--- src/rtl/adc_chain_pkg.sv ---
package adc_chain_pkg;

  typedef enum logic [2:0] {
    ST_IDLE,
    ST_SETUP,
    ST_HOLD,
    ST_CONV,
    ST_XFER
  } seqState_t;

  typedef struct packed {
    logic clear;
    logic skipLead;
    logic sample;
    logic publish;
  } dpCtl_t;

endpackage

--- src/rtl/adc_chain_ctrl.sv ---
module adc_chain_ctrl
  import adc_chain_pkg::*;
#(
  parameter int NUM_DEV   = 3,
  parameter int WORD_W    = 16,
  parameter int SCK_DIV   = 4,
  parameter int CONV_CYC  = 100,
  parameter int CYC_MIN   = 150,
  parameter int SETUP_CYC = 2,
  parameter int HOLD_CYC  = 2
) (
  input  logic   clk,
  input  logic   rstN,
  input  logic   start,
  input  logic   busyMode,
  input  logic   adcSdo,
  output logic   adcCnv,
  output logic   adcSck,
  output dpCtl_t dpCtl
);

  localparam int HALF      = SCK_DIV / 2;
  localparam int BASE_BITS = NUM_DEV * WORD_W;
  localparam int BIT_W     = $clog2(BASE_BITS + 2);
  localparam int PH_W      = $clog2(SCK_DIV);
  localparam int GAP_W     = $clog2(CYC_MIN + 1);
  localparam int STEP_W    = $clog2(SETUP_CYC + HOLD_CYC + CONV_CYC + 2);

  localparam logic [PH_W-1:0]   PH_LAST   = PH_W'(SCK_DIV - 1);
  localparam logic [PH_W-1:0]   PH_RISE   = PH_W'(HALF - 1);
  localparam logic [BIT_W-1:0]  LAST_PLAIN = BIT_W'(BASE_BITS - 1);
  localparam logic [BIT_W-1:0]  LAST_BUSY  = BIT_W'(BASE_BITS);
  localparam logic [GAP_W-1:0]  GAP_MIN   = GAP_W'(CYC_MIN);
  localparam logic [STEP_W-1:0] SET_LAST  = STEP_W'(SETUP_CYC - 1);
  localparam logic [STEP_W-1:0] HOLD_LAST = STEP_W'(HOLD_CYC - 1);
  localparam logic [STEP_W-1:0] CONV_END  = STEP_W'(CONV_CYC);

  seqState_t         state;
  logic              busyQ;
  logic              cnvQ;
  logic              sckQ;
  logic [STEP_W-1:0] stepCnt;
  logic [PH_W-1:0]   phaseCnt;
  logic [BIT_W-1:0]  bitCnt;
  logic [GAP_W-1:0]  gapCnt;

  logic gapOk;
  logic setupDone;
  logic cnvRiseNow;
  logic convLeave;
  logic lastBit;
  logic phaseEnd;

  assign gapOk      = (gapCnt >= GAP_MIN);
  assign setupDone  = (stepCnt >= SET_LAST);
  assign cnvRiseNow = (state == ST_SETUP) && setupDone && gapOk;
  assign convLeave  = (state == ST_CONV) && (busyQ ? adcSdo : (stepCnt >= CONV_END));
  assign lastBit    = (bitCnt == (busyQ ? LAST_BUSY : LAST_PLAIN));
  assign phaseEnd   = (phaseCnt == PH_LAST);

  always_comb begin
    dpCtl          = '0;
    dpCtl.clear    = convLeave;
    dpCtl.skipLead = busyQ;
    dpCtl.sample   = (state == ST_XFER) && (phaseCnt == PH_RISE);
    dpCtl.publish  = (state == ST_XFER) && phaseEnd && lastBit;
  end

  // spacing counter between convert edges
  always_ff @(posedge clk) begin
    if (!rstN) begin
      gapCnt <= GAP_MIN;
    end else if (cnvRiseNow) begin
      gapCnt <= GAP_W'(1);
    end else if (!gapOk) begin
      gapCnt <= gapCnt + 1'b1;
    end
  end

  always_ff @(posedge clk) begin
    if (!rstN) begin
      state    <= ST_IDLE;
      busyQ    <= 1'b0;
      cnvQ     <= 1'b0;
      sckQ     <= 1'b0;
      stepCnt  <= '0;
      phaseCnt <= '0;
      bitCnt   <= '0;
    end else begin
      case (state)
        ST_IDLE: begin
          if (start) begin
            busyQ   <= busyMode;
            sckQ    <= busyMode;
            stepCnt <= '0;
            state   <= ST_SETUP;
          end
        end
        ST_SETUP: begin
          if (cnvRiseNow) begin
            cnvQ    <= 1'b1;
            stepCnt <= '0;
            state   <= ST_HOLD;
          end else if (!setupDone) begin
            stepCnt <= stepCnt + 1'b1;
          end
        end
        ST_HOLD: begin
          stepCnt <= stepCnt + 1'b1;
          if (stepCnt >= HOLD_LAST) begin
            sckQ  <= 1'b0;
            state <= ST_CONV;
          end
        end
        ST_CONV: begin
          if (!busyQ) begin
            stepCnt <= stepCnt + 1'b1;
          end
          if (convLeave) begin
            phaseCnt <= '0;
            bitCnt   <= '0;
            state    <= ST_XFER;
          end
        end
        ST_XFER: begin
          if (phaseEnd) begin
            phaseCnt <= '0;
            sckQ     <= 1'b0;
            if (lastBit) begin
              cnvQ  <= 1'b0;
              state <= ST_IDLE;
            end else begin
              bitCnt <= bitCnt + 1'b1;
            end
          end else begin
            phaseCnt <= phaseCnt + 1'b1;
            if (phaseCnt == PH_RISE) begin
              sckQ <= 1'b1;
            end
          end
        end
        default: state <= ST_IDLE;
      endcase
    end
  end

  assign adcCnv = cnvQ;
  assign adcSck = sckQ;

  // mode level on the clock line at the convert edge
  p_mode_level_r2: assert property (@(posedge clk) disable iff (!rstN)
    $rose(adcCnv) |-> (adcSck == busyQ));

  p_hold_level_r2: assert property (@(posedge clk) disable iff (!rstN)
    (state == ST_HOLD && $past(state) == ST_HOLD) |-> $stable(adcSck));

  p_cnv_through_r3: assert property (@(posedge clk) disable iff (!rstN)
    (state == ST_XFER) |-> adcCnv);

  p_busy_gate_r5: assert property (@(posedge clk) disable iff (!rstN)
    (state == ST_CONV && busyQ && !adcSdo) |=> !adcSck);

  p_sck_idle_r6: assert property (@(posedge clk) disable iff (!rstN)
    (state == ST_IDLE) |-> !adcSck);

  p_gap_r9: assert property (@(posedge clk) disable iff (!rstN)
    $rose(adcCnv) |-> $past(gapOk));

  p_ignore_start_r10: assert property (@(posedge clk) disable iff (!rstN)
    (state != ST_IDLE) |=> $stable(busyQ));

endmodule

--- src/rtl/adc_chain_datapath.sv ---
module adc_chain_datapath
  import adc_chain_pkg::*;
#(
  parameter int NUM_DEV = 3,
  parameter int WORD_W  = 16
) (
  input  logic                      clk,
  input  logic                      rstN,
  input  dpCtl_t                    dpCtl,
  input  logic                      sdoIn,
  output logic [NUM_DEV*WORD_W-1:0] dataOut,
  output logic                      dataValid
);

  localparam int IDX_W  = $clog2(NUM_DEV + 1);
  localparam int BIT_W  = $clog2(WORD_W);
  localparam logic [IDX_W-1:0] WORD_END = IDX_W'(NUM_DEV);
  localparam logic [BIT_W-1:0] BIT_TOP  = BIT_W'(WORD_W - 1);

  logic             skipQ;
  logic [IDX_W-1:0] wordIdx;
  logic [BIT_W-1:0] bitIdx;
  logic             writeEn;
  logic [BIT_W-1:0] bitPos;
  logic             validQ;

  assign writeEn = dpCtl.sample && !skipQ;
  assign bitPos  = BIT_TOP - bitIdx;

  // demultiplex position tracking
  always_ff @(posedge clk) begin
    if (!rstN) begin
      skipQ   <= 1'b0;
      wordIdx <= '0;
      bitIdx  <= '0;
    end else if (dpCtl.clear) begin
      skipQ   <= dpCtl.skipLead;
      wordIdx <= '0;
      bitIdx  <= '0;
    end else if (dpCtl.sample) begin
      if (skipQ) begin
        skipQ <= 1'b0;
      end else if (bitIdx == BIT_TOP) begin
        bitIdx  <= '0;
        wordIdx <= wordIdx + 1'b1;
      end else begin
        bitIdx <= bitIdx + 1'b1;
      end
    end
  end

  always_ff @(posedge clk) begin
    if (!rstN) begin
      validQ <= 1'b0;
    end else begin
      validQ <= dpCtl.publish;
    end
  end

  for (genvar g = 0; g < NUM_DEV; g++) begin : gWord
    logic [WORD_W-1:0] capWord;
    logic [WORD_W-1:0] outWord;

    always_ff @(posedge clk) begin
      if (!rstN) begin
        capWord <= '0;
      end else if (writeEn && (wordIdx == IDX_W'(g))) begin
        capWord[bitPos] <= sdoIn;
      end
    end

    always_ff @(posedge clk) begin
      if (!rstN) begin
        outWord <= '0;
      end else if (dpCtl.publish) begin
        outWord <= capWord;
      end
    end

    assign dataOut[g*WORD_W +: WORD_W] = outWord;
  end

  assign dataValid = validQ;

  p_full_frame_r6: assert property (@(posedge clk) disable iff (!rstN)
    dpCtl.publish |-> (wordIdx == WORD_END && bitIdx == '0 && !skipQ));

  p_no_overrun_r7: assert property (@(posedge clk) disable iff (!rstN)
    writeEn |-> (wordIdx < WORD_END));

  p_valid_pulse_r8: assert property (@(posedge clk) disable iff (!rstN)
    dataValid |=> !dataValid);

endmodule

--- src/rtl/adc_chain_reader.sv ---
module adc_chain_reader
  import adc_chain_pkg::*;
#(
  parameter int NUM_DEV   = 3,
  parameter int WORD_W    = 16,
  parameter int SCK_DIV   = 4,
  parameter int CONV_CYC  = 100,
  parameter int CYC_MIN   = 150,
  parameter int SETUP_CYC = 2,
  parameter int HOLD_CYC  = 2
) (
  input  logic                      clk,
  input  logic                      rstN,
  input  logic                      start,
  input  logic                      busyMode,
  input  logic                      adcSdo,
  output logic                      adcCnv,
  output logic                      adcSck,
  output logic [NUM_DEV*WORD_W-1:0] dataOut,
  output logic                      dataValid
);

  dpCtl_t dpCtl;

  adc_chain_ctrl #(
    .NUM_DEV  (NUM_DEV),
    .WORD_W   (WORD_W),
    .SCK_DIV  (SCK_DIV),
    .CONV_CYC (CONV_CYC),
    .CYC_MIN  (CYC_MIN),
    .SETUP_CYC(SETUP_CYC),
    .HOLD_CYC (HOLD_CYC)
  ) uCtrl (
    .clk     (clk),
    .rstN    (rstN),
    .start   (start),
    .busyMode(busyMode),
    .adcSdo  (adcSdo),
    .adcCnv  (adcCnv),
    .adcSck  (adcSck),
    .dpCtl   (dpCtl)
  );

  adc_chain_datapath #(
    .NUM_DEV(NUM_DEV),
    .WORD_W (WORD_W)
  ) uData (
    .clk      (clk),
    .rstN     (rstN),
    .dpCtl    (dpCtl),
    .sdoIn    (adcSdo),
    .dataOut  (dataOut),
    .dataValid(dataValid)
  );

endmodule

--- config.mk ---
export PLATFORM = sky130hd
export DESIGN_NAME = adc_chain_reader
export DESIGN_NICKNAME = d
export VERILOG_FILES = /design/src/rtl/adc_chain_pkg.sv /design/src/rtl/adc_chain_ctrl.sv /design/src/rtl/adc_chain_datapath.sv /design/src/rtl/adc_chain_reader.sv
export SDC_FILE = /design/constraint.sdc
export NUM_CORES = 1
export LEC_CHECK = 0
export CORE_AREA = 2 2 106 108
export DETAILED_ROUTE_END_ITERATION = 10
export DIE_AREA = 0 0 108 110
export PLACE_DENSITY = 0.85
export SYNTH_ARGS = -nofsm -noshare
export SYNTH_HDL_FRONTEND = slang
export SYNTH_SLANG_ARGS = --single-unit
--- constraint.sdc ---
create_clock -name clk -period 2.6 [get_ports clk]
set_input_delay 0.52 -clock clk [delete_from_list [all_inputs] [get_ports clk]]
set_output_delay 0.52 -clock clk [all_outputs]
set_load 0.01 [all_outputs]
==> results of run 1 <==
==> metrics by stage <==
| step | hold WS (ns) | total power [W] | instance area (um2) | utilization | worst slack [ns] |
|---|---|---|---|---|---|
| floorplan | 0.432 | 0.00261 | 5740 | - | 0.762 |
| global placement | 0.445 | 0.00275 | 6460 | 0.604 | 0.448 |
| detailed placement | 0.449 | 0.00278 | 6460 | 0.604 | 0.401 |
| CTS | 0.459 | 0.00530 | 7080 | 0.662 | 0.430 |
| global route | 0.469 | 0.00548 | 7080 | 0.662 | 0.294 |
| finish | 0.456 | 0.00528 | 7080 | 0.662 | 0.416 |
==> flip-flops by register name (all words and copies together) (netlist names) <==
signal / cells
uData.bitIdx: 4
uCtrl.phaseCnt: 2
uData.dataValid: 1
uData.gWord.capWord: 48
uCtrl.stepCnt: 7
uData.wordIdx: 2
uCtrl.state: 3
uData.skipQ: 1
uCtrl.adcSck: 1
uCtrl.bitCnt: 6
uCtrl.adcCnv: 1
uCtrl.gapCnt: 8
uCtrl.busyQ: 1
uData.gWord.outWord: 48
==> power by group through the flow <==
stage	registers [W]	clock network (W)	logic (W)
floorplan	0.00220	0	0.000415
global placement	0.00221	0	0.000536
detailed placement	0.00222	0	0.000563
CTS	0.00217	0.00254	0.000580
global route	0.00219	0.00265	0.000638
finish	0.00218	0.00252	0.000584
==> cell type report <==
class / count / area share
sequential: 133 / 0.376
tap: 140 / 0.0247
clock buffer: 18 / 0.0604
timing repair buffer: 72 / 0.0993
clock inverter: 14 / 0.0281
inverter: 14 / 0.00742
multi-input combinational: 500 / 0.404
==> synth_stat cells (3+ instances only) <==
cell type	instances	area, um2
nand2_1	134	503
dfxtp_1	133	2660
nor2_1	72	270
a21oi_1	70	350
nand3_1	52	260
mux2i_1	48	480
clkbuf_1	36	135
ha_1	15	188
inv_1	14	52.6
o21ai_0	13	65.1
and3_1	8	50.1
nor3_1	7	35.0
o31ai_1	7	52.6
a31oi_1	6	37.5
buf_2	6	30.0
a211oi_1	4	30.0
and2_1	4	25.0
nor3_2	4	40.0
or2_2	4	25.0
or3_1	4	25.0
or4_1	4	30.0
xnor2_1	4	35.0
a21o_1	3	22.5
nor2b_1	3	18.8
o311ai_0	3	26.3
==> layer usage <==
layer | global-route usage | vias to the layer above | part of all wire
li1 | - | 2465 | -
met1 | 0.308 | 2420 | 0.43
met2 | 0.415 | 181 | 0.49
met3 | 0.0611 | 40 | 0.060
met4 | 0.111 | 0 | 0.023
met5 | 0 | - | 0
==> final timing paths <==
path / start / endpoint / depth (start not counted)
max: uCtrl.state[1]$_SDFFE_PN0P_ / uData.gWord[2].capWord[0]$_SDFFE_PN0P_ / 5
min: uData.gWord[1].capWord[10]$_SDFFE_PN0P_ / uData.gWord[1].outWord[10]$_SDFFE_PN0P_ / 2
max reg2reg: uCtrl.state[1]$_SDFFE_PN0P_ / uData.gWord[2].capWord[0]$_SDFFE_PN0P_ / 5
min reg2reg: uData.gWord[1].capWord[10]$_SDFFE_PN0P_ / uData.gWord[1].outWord[10]$_SDFFE_PN0P_ / 2
==> layout by cell type (no fill, tap or decap), types with 3 or more instances in the layout <==
master | netlist | routed
or3_1 | 4 | 4
a21o_1 | 3 | 3
a21oi_1 | 70 | 69
clkinv_4 | 0 | 4
clkbuf_16 | 0 | 16
nand2_1 | 134 | 134
buf_4 | 1 | 15
clkdlybuf4s50_1 | 0 | 55
nor3_2 | 4 | 4
inv_1 | 14 | 13
o31ai_1 | 7 | 7
a31oi_1 | 6 | 6
o311ai_0 | 3 | 3
and3_1 | 8 | 8
o21ai_0 | 13 | 13
a211oi_1 | 4 | 4
dfxtp_1 | 133 | 133
nand3_1 | 52 | 52
nor2b_1 | 3 | 3
bufinv_16 | 0 | 4
ha_1 | 15 | 15
mux2i_1 | 48 | 48
xnor2_1 | 4 | 4
or4_1 | 4 | 4
and2_1 | 4 | 4
nor3_1 | 7 | 7
inv_6 | 0 | 3
nor2_1 | 72 | 72
or2_2 | 4 | 4
==> cell families (layout without fill, tap and decap cells) <==
group           Yosys count  after routing  share of synthesized area
fa+ha+maj                15             15                     0.0327
buf+inv                  59            118                     0.0418
compound gates          119            119                      0.122
xor+xnor                  5              5                    0.00762
mux                      48             48                     0.0837
flops                   133            133                      0.464
simple gates            313            313                      0.249
==> worst max-delay path: stages (launching register included) <==
cell and delay, ns:
dfxtp_1 0.45, or3b_1 0.64, nor4_4 0.62, nand2_1 0.14, nand2_1 0.12, a21oi_1 0.07
==> impl_metrics.yaml, run 1 <==
power_and_ir_drop:
  p_leak_nw: 2.79
  sw_frac_of_total: 0.260
  power.internal_w: 0.00391
  p_switching_w: 0.00137
  pwr-share-seq: 0.412
  peakVddDrop_mv: 0.519
  cellPowerDensity_nw_per_um2: 746
  combPwrFrac: 0.111
  p_clk_frac: 0.477
sta:
  setup_viol: 0
  fin_crit_ns: 2.18
  finalMaxSlewViolations: 0
  timing.final.crit_share: 0.840
  relSlewSlack: 0.419
  fmax_mhz: 458
  hold_violations: 0
  grt_setup_unrepaired: "false"
  tns_ns: 0
  worstMarginPinSlew_ns: 0.870
  skew_ns: 0.00639
final_layout:
  final_net_count: 758
  post_layout_nonfiller_instances: 891
  n_antenna_cell: 0
  area_growth_pct: 23.3
  seq_area_um2: 2660
  fill_cells: 849
  multi_input_area_um2: 2860
  drive_gt1_frac: 0.0852
yosys:
  synth-edff-count: 0
  synth_ff_type: "dfxtp_1"
  ys_seq_elements: 133
  netlist_instances: 692
  async_flop_share: 0
  ys_warn_count: 0
  netlist_area_um2: 5740
  syn_nets: 712
  synth_cell_types: 52
  yosysSeqAreaShare: 0.464
  synth_area_per_cell_um2: 8.30
status:
  outcome: "completed"
cts:
  numCtsBuffers: 17
  cts.sinks: 133
  cts_hold_buf: 0
  clockBufferDepth: 2
  cts_root_buf: "clkbuf_8"
  cts_resized: 0
  clkLatencyLatePin_ns: 0.54
  cts_tree: "built"
  post_cts_buffers: 0
  cts_max_level: 4
  path_clk_slew_ns: 0.06
placed_design:
  dp_cells: 859
  portBuffers: 55
  dp.final_hpwl_um: 8850
  place_congestion: 0.910
floorplanning:
  die-height_um: 110
  start_util: 0.537
  die_area_um2: 11900
  num_rows: 38
  ios: 56
  design.core.area_um2: 10700
  fp.dieW_um: 108
worst_setup_path:
  required_ns: 3.01
  critPathLaunchType: "register"
  worstPathMaxFanout: 16
  crit_type: "reg -> reg"
  worstPathArrival_ns: 2.59
  r2r_slack_ns: 0.42
  crit_path_end_kind: "register"
drt:
  first_pass_iters: 5
  viasPerCell: 5.73
  post_drt_wl_per_cell_um: 15.6
  wirelength_um: 13900
  drtAntennaViolNets: 0
  drt_iter0_drc: 403
  via_count: 5106
  drc: 0
grt:
  grt_pass1_vias: 4953
  grt.total_usage: 0.249
  overflow: 0
  antenna_found_initial: 0
  grt_first_pass_wirelength_um: 23200
  grt_max_degree: 111
worst_hold_path:
  hp-class: "reg -> reg"
flow_run:
  maxCapViolCount: 0
Note: power is estimated with default switching activity, not from simulation.
==> run 2, diff against run 1 <==
- CORE_AREA: 2 2 106 108 -> 2 2 110 112
- DIE_AREA: 0 0 108 110 -> 0 0 112 114
- PLACE_DENSITY: 0.85 -> 0.83
- clock period: 2.6 -> 1.86 ns (I/O delays scaled with it)
==> run 2 against run 1 <==
Effect of this change:
- global-route usage down 3.2 points
- final cell count up 4.4%
- worst setup slack worse by 0.35 ns
- clock-buffer cell count up 1
- design area up 5.6%
- fmax up 21%
==> impl_metrics.yaml, run 2 (synthesized netlist as in run 1, its figures left out) <==
placed_design:
  preCtsSetupSlack_ns: -0.156
  place_congestion: 0.921
  portBuffers: 55
  dp.final_hpwl_um: 9020
floorplanning:
  start_util: 0.490
  ios: 56
  die_area_um2: 12800
  fp.dieW_um: 112
  num_rows: 40
  design.core.area_um2: 11700
  die-height_um: 114
sta:
  relSlewSlack: 0.394
  fmax_mhz: 556
  setup_viol: 0
  tns_ns: 0
  setup_slack_ns: 0.0618
  timing.final.crit_share: 0.967
  finalMaxSlewViolations: 0
  fin_crit_ns: 1.80
  worstMarginPinSlew_ns: 0.906
  skew_ns: 0.00726
  hold_violations: 0
final_layout:
  reg.largest.list: "uData.gWord.capWord (48), uData.gWord.outWord (48), uCtrl.gapCnt (8)"
  area_growth_pct: 30.2
  layout_common_cells: "nand2_1, dfxtp_1, nor2_1, a21oi_1, clkdlybuf4s50_1"
  drive_gt1_frac: 0.155
  final_net_count: 790
  layout_commonest_cell: "nand2_1"
  n_antenna_cell: 0
  fill_cells: 908
grt:
  antenna_found_initial: 0
  grt_first_pass_wirelength_um: 22900
  overflow: 0
  grt_pass1_vias: 5000
  grt_max_degree: 81
  grt.total_usage: 0.217
drt:
  viasPerCell: 5.65
  post_drt_wl_per_cell_um: 15.8
  drtAntennaViolNets: 0
  drt_iter0_drc: 393
  first_pass_iters: 5
  drc: 0
  via_count: 5257
  wirelength_um: 14700
worst_setup_path:
  crit_path_end_kind: "register"
  worstPathMaxFanout: 24
  required_ns: 2.21
  worstPathArrival_ns: 2.15
  crit_type: "reg -> reg"
  critPathLaunchType: "register"
cts:
  numCtsBuffers: 17
  cts_hold_buf: 0
  clkLatencyLatePin_ns: 0.42
  cts_max_level: 4
  clockBufferDepth: 2
  cts.sinks: 133
  cts_root_buf: "clkbuf_16"
  path_clk_slew_ns: 0.06
  cts_tree: "built"
status:
  outcome: "completed"
power_and_ir_drop:
  cellPowerDensity_nw_per_um2: 979
  peakVddDrop_mv: 0.561
  p_leak_nw: 2.97
worst_hold_path:
  hp-class: "reg -> reg"
flow_run:
  maxCapViolCount: 0
run 2: cell count changes in the layout (fill, tap and decap cells not counted), moves of 3 or more:
cell	before	now
buf_4	15	41
clkbuf_16	16	20
dfxtp_1	133	129
dfxtp_2	0	4
a21oi_1	69	66
a21oi_2	1	4
bufinv_16	4	1
clkinvlp_4	1	4
run 2: path summary, 6_finish.rpt:
| kind | from | to | slack (ns) | cells past startpoint |
|---|---|---|---|---|
| worst max-delay path | uCtrl.busyQ$_SDFFE_PN0P_ | uData.gWord[2].outWord[13]$_SDFFE_PN0P_ | 0.06 | 7 |
| worst min-delay path | uData.gWord[0].outWord[15]$_SDFFE_PN0P_ | uData.gWord[0].outWord[15]$_SDFFE_PN0P_ | 0.45 | 2 |
| worst max register to register | uCtrl.busyQ$_SDFFE_PN0P_ | uData.gWord[2].outWord[13]$_SDFFE_PN0P_ | 0.06 | 7 |
| worst min register to register | uData.gWord[0].outWord[15]$_SDFFE_PN0P_ | uData.gWord[0].outWord[15]$_SDFFE_PN0P_ | 0.45 | 2 |
run 2: per-layer routing:
layer,global-route usage,part of all wire,vias to the layer above
met1,0.268,0.42,2513
li1,-,-,2524
met2,0.375,0.50,187
met5,0,0,-
met3,0.0468,0.062,33
met4,0.0805,0.020,0
run 2: where the power goes:
part / internal, W / switching [W]
sequential: 0.00294 / 0.0000911
combinational: 0.000456 / 0.000602
clock: 0.00192 / 0.00132
run 2: timing repair:
| action | 4_1_cts | 5_1_grt |
|---|---|---|
| pin swaps | 0 | 2 |
| gates cloned | 0 | 3 |
| resized for setup | 5 | 28 |
| buffers inserted | 0 | 3 |
| setup endpoints to repair | 8 | 103 |
run 2: metrics by stage:
stage / hold slack, ns / cells / util / instance area [um2] / power [W]
floorplan: 0.432 / 692 / - / 5740 / 0.00365
global placement: 0.443 / 892 / 0.570 / 6670 / 0.00393
detailed placement: 0.446 / 892 / 0.570 / 6670 / 0.00398
CTS: 0.451 / 924 / 0.620 / 7260 / 0.00718
global route: 0.465 / 930 / 0.639 / 7480 / 0.00758
finish: 0.453 / 930 / 0.639 / 7480 / 0.00733
run 2: final cells by class:
| cell class | count | area, um2 | area share |
|---|---|---|---|
| clock buffer | 19 | 453 | 0.0606 |
| clock inverter | 13 | 123 | 0.0164 |
| inverter | 14 | 52.6 | 0.00703 |
| multi-input combinational | 500 | 2980 | 0.398 |
| sequential | 133 | 2670 | 0.357 |
| tap | 147 | 184 | 0.0246 |
| timing repair buffer | 104 | 1020 | 0.137 |
run 2: critical path, cell delays in order, from the launching register on:
cell and delay [ns]:
dfxtp_2 0.37, nand4b_1 0.15, or4_4 0.48, a21oi_4 0.17, buf_12 0.15, clkbuf_16 0.19
nand2_1 0.08, a21oi_1 0.13
==> run 3, diff against run 2 <==
- CORE_AREA: 2 2 110 112 -> 2 2 106 108
- DIE_AREA: 0 0 112 114 -> 0 0 108 110
- PLACE_DENSITY: 0.83 -> 0.85
- clock period: 1.86 -> 1.7 ns (I/O delays scaled with it)
==> run 3 against run 2 <==
Effect of this change:
- the run now ends with setup timing left
- largest cell class unchanged
- global-route usage grew 5.7 points
- critical path depth grew 2
- worst hold slack lost 0.0014 ns
- combinational power grew 71%
- total power grew 22%
- sequential power grew 10%
==> impl_metrics.yaml, run 3 (synthesized netlist as in run 1, its figures left out) <==
floorplanning:
  start_util: 0.537
  die_area_um2: 11900
  design.core.area_um2: 10700
  num_rows: 38
  ios: 56
  fp.dieW_um: 108
  die-height_um: 110
worst_setup_path:
  worstPathArrival_ns: 2.54
  critPathLaunchType: "register"
  worstPathMaxFanout: 8
  required_ns: 2.15
  crit_path_end_kind: "register"
  crit_type: "reg -> reg"
sta:
  worstMarginPinSlew_ns: 0.601
  fin_crit_ns: 2.09
  setup_viol: 106
  fmax_mhz: 479
  hold_violations: 0
  timing.final.crit_share: 1.23
  skew_ns: 0.00846
  fin_hold_ws_ns: 0.452
  tns_ns: -17.69
  setup_slack_ns: -0.386
  relSlewSlack: 0.599
  grt_setup_unrepaired: "true"
  finalMaxSlewViolations: 0
grt:
  grt_pass1_vias: 5441
  grt_max_degree: 62
  grt.total_usage: 0.274
  grt_first_pass_wirelength_um: 25600
  antenna_found_initial: 0
  overflow: 0
cts:
  cts_tree: "built"
  numCtsBuffers: 17
  path_clk_slew_ns: 0.06
  cts_root_buf: "clkbuf_8"
  cts_hold_buf: 0
  cts_max_level: 4
  clkLatencyLatePin_ns: 0.53
  cts.sinks: 133
  clockBufferDepth: 2
final_layout:
  final_net_count: 844
  fill_cells: 616
  reg.largest.list: "uData.gWord.capWord (48), uData.gWord.outWord (48), uCtrl.gapCnt (8)"
  layout_commonest_cell: "dfxtp_1"
  post_layout_nonfiller_instances: 977
  final_area_um2: 8250
  layout_common_cells: "dfxtp_1, nand2_1, buf_4, nor2_1"
  area_growth_pct: 43.7
  drive_gt1_frac: 0.278
  n_antenna_cell: 0
drt:
  via_count: 5734
  drc: 0
  post_drt_wl_per_cell_um: 19.0
  drtAntennaViolNets: 0
  wirelength_um: 18600
  viasPerCell: 5.87
  drt_iter0_drc: 534
  first_pass_iters: 5
placed_design:
  placed_area_um2: 6940
  dp_cells: 911
  dp.final_hpwl_um: 9760
  portBuffers: 55
  place_congestion: 0.913
power_and_ir_drop:
  cellPowerDensity_nw_per_um2: 1090
  peakVddDrop_mv: 0.896
  power.total_w: 0.00896
  p_leak_nw: 3.66
worst_hold_path:
  hp-class: "reg -> reg"
status:
  outcome: "finished, violations left"
  violations: "setup timing"
flow_run:
  maxCapViolCount: 0
-- run 3: final timing paths --
kind                            slack [ns]  depth (start not counted)                                      end                               startpoint
worst max-delay path                 -0.39                          9   uData.gWord[2].outWord[9]$_SDFFE_PN0P_             uCtrl.bitCnt[4]$_SDFFE_PN0P_
worst min-delay path                  0.45                          2  uData.gWord[2].outWord[14]$_SDFFE_PN0P_  uData.gWord[2].outWord[14]$_SDFFE_PN0P_
worst max register to register       -0.39                          9   uData.gWord[2].outWord[9]$_SDFFE_PN0P_             uCtrl.bitCnt[4]$_SDFFE_PN0P_
worst min register to register        0.45                          2  uData.gWord[2].outWord[14]$_SDFFE_PN0P_  uData.gWord[2].outWord[14]$_SDFFE_PN0P_
-- run 3: timing repair --
action | in CTS | in global routing
cloned | 1 | 5
pin swaps | 15 | 36
setup buffers | 9 | 20
endpoints found under the setup margin | 140 | 122
resized for setup | 76 | 95
-- run 3: metal layers --
| metal | global-route usage | up-vias | part of all wire |
|---|---|---|---|
| li1 | - | 2644 | - |
| met1 | 0.307 | 2754 | 0.38 |
| met2 | 0.510 | 271 | 0.52 |
| met3 | 0.0611 | 65 | 0.063 |
| met4 | 0.0980 | 0 | 0.036 |
| met5 | 0 | - | 0 |
-- run 3: stage by stage --
step            util  setup slack [ns]
5_1_grt        0.771            -0.423
6_report       0.771            -0.386
3_5_place_dp   0.649            -0.351
2_1_floorplan      -           -0.0599
3_3_place_gp   0.649            -0.240
4_1_cts        0.718           -0.0867
-- run 3: critical path: stages (launching register included) --
cell and delay, ns:
dfxtp_1 0.32, buf_4 0.15, nor2_1 0.19, nand4_1 0.25
buf_4 0.24, a21oi_4 0.28, buf_6 0.20, clkbuf_16 0.18
nand2_1 0.06, a21oi_1 0.14
-- run 3: layout make-up --
class,count,area (um2),share of cell area
Clock inverter,13,181,0.0220
Tap cell,140,175,0.0212
Clock buffer,19,432,0.0523
Sequential cell,133,2680,0.325
Inverter,14,52.6,0.00637
Timing Repair Buffer,158,1470,0.178
Multi-Input combinational cell,500,3260,0.395
-- run 3: report_power, final --
group / switching (W) / leakage, nW / internal (W)
clock: 0.00139 / 0.298 / 0.00242
sequential: 0.000118 / 1.08 / 0.00322
combinational: 0.000956 / 2.28 / 0.000854
total: 0.00247 / 3.66 / 0.00649
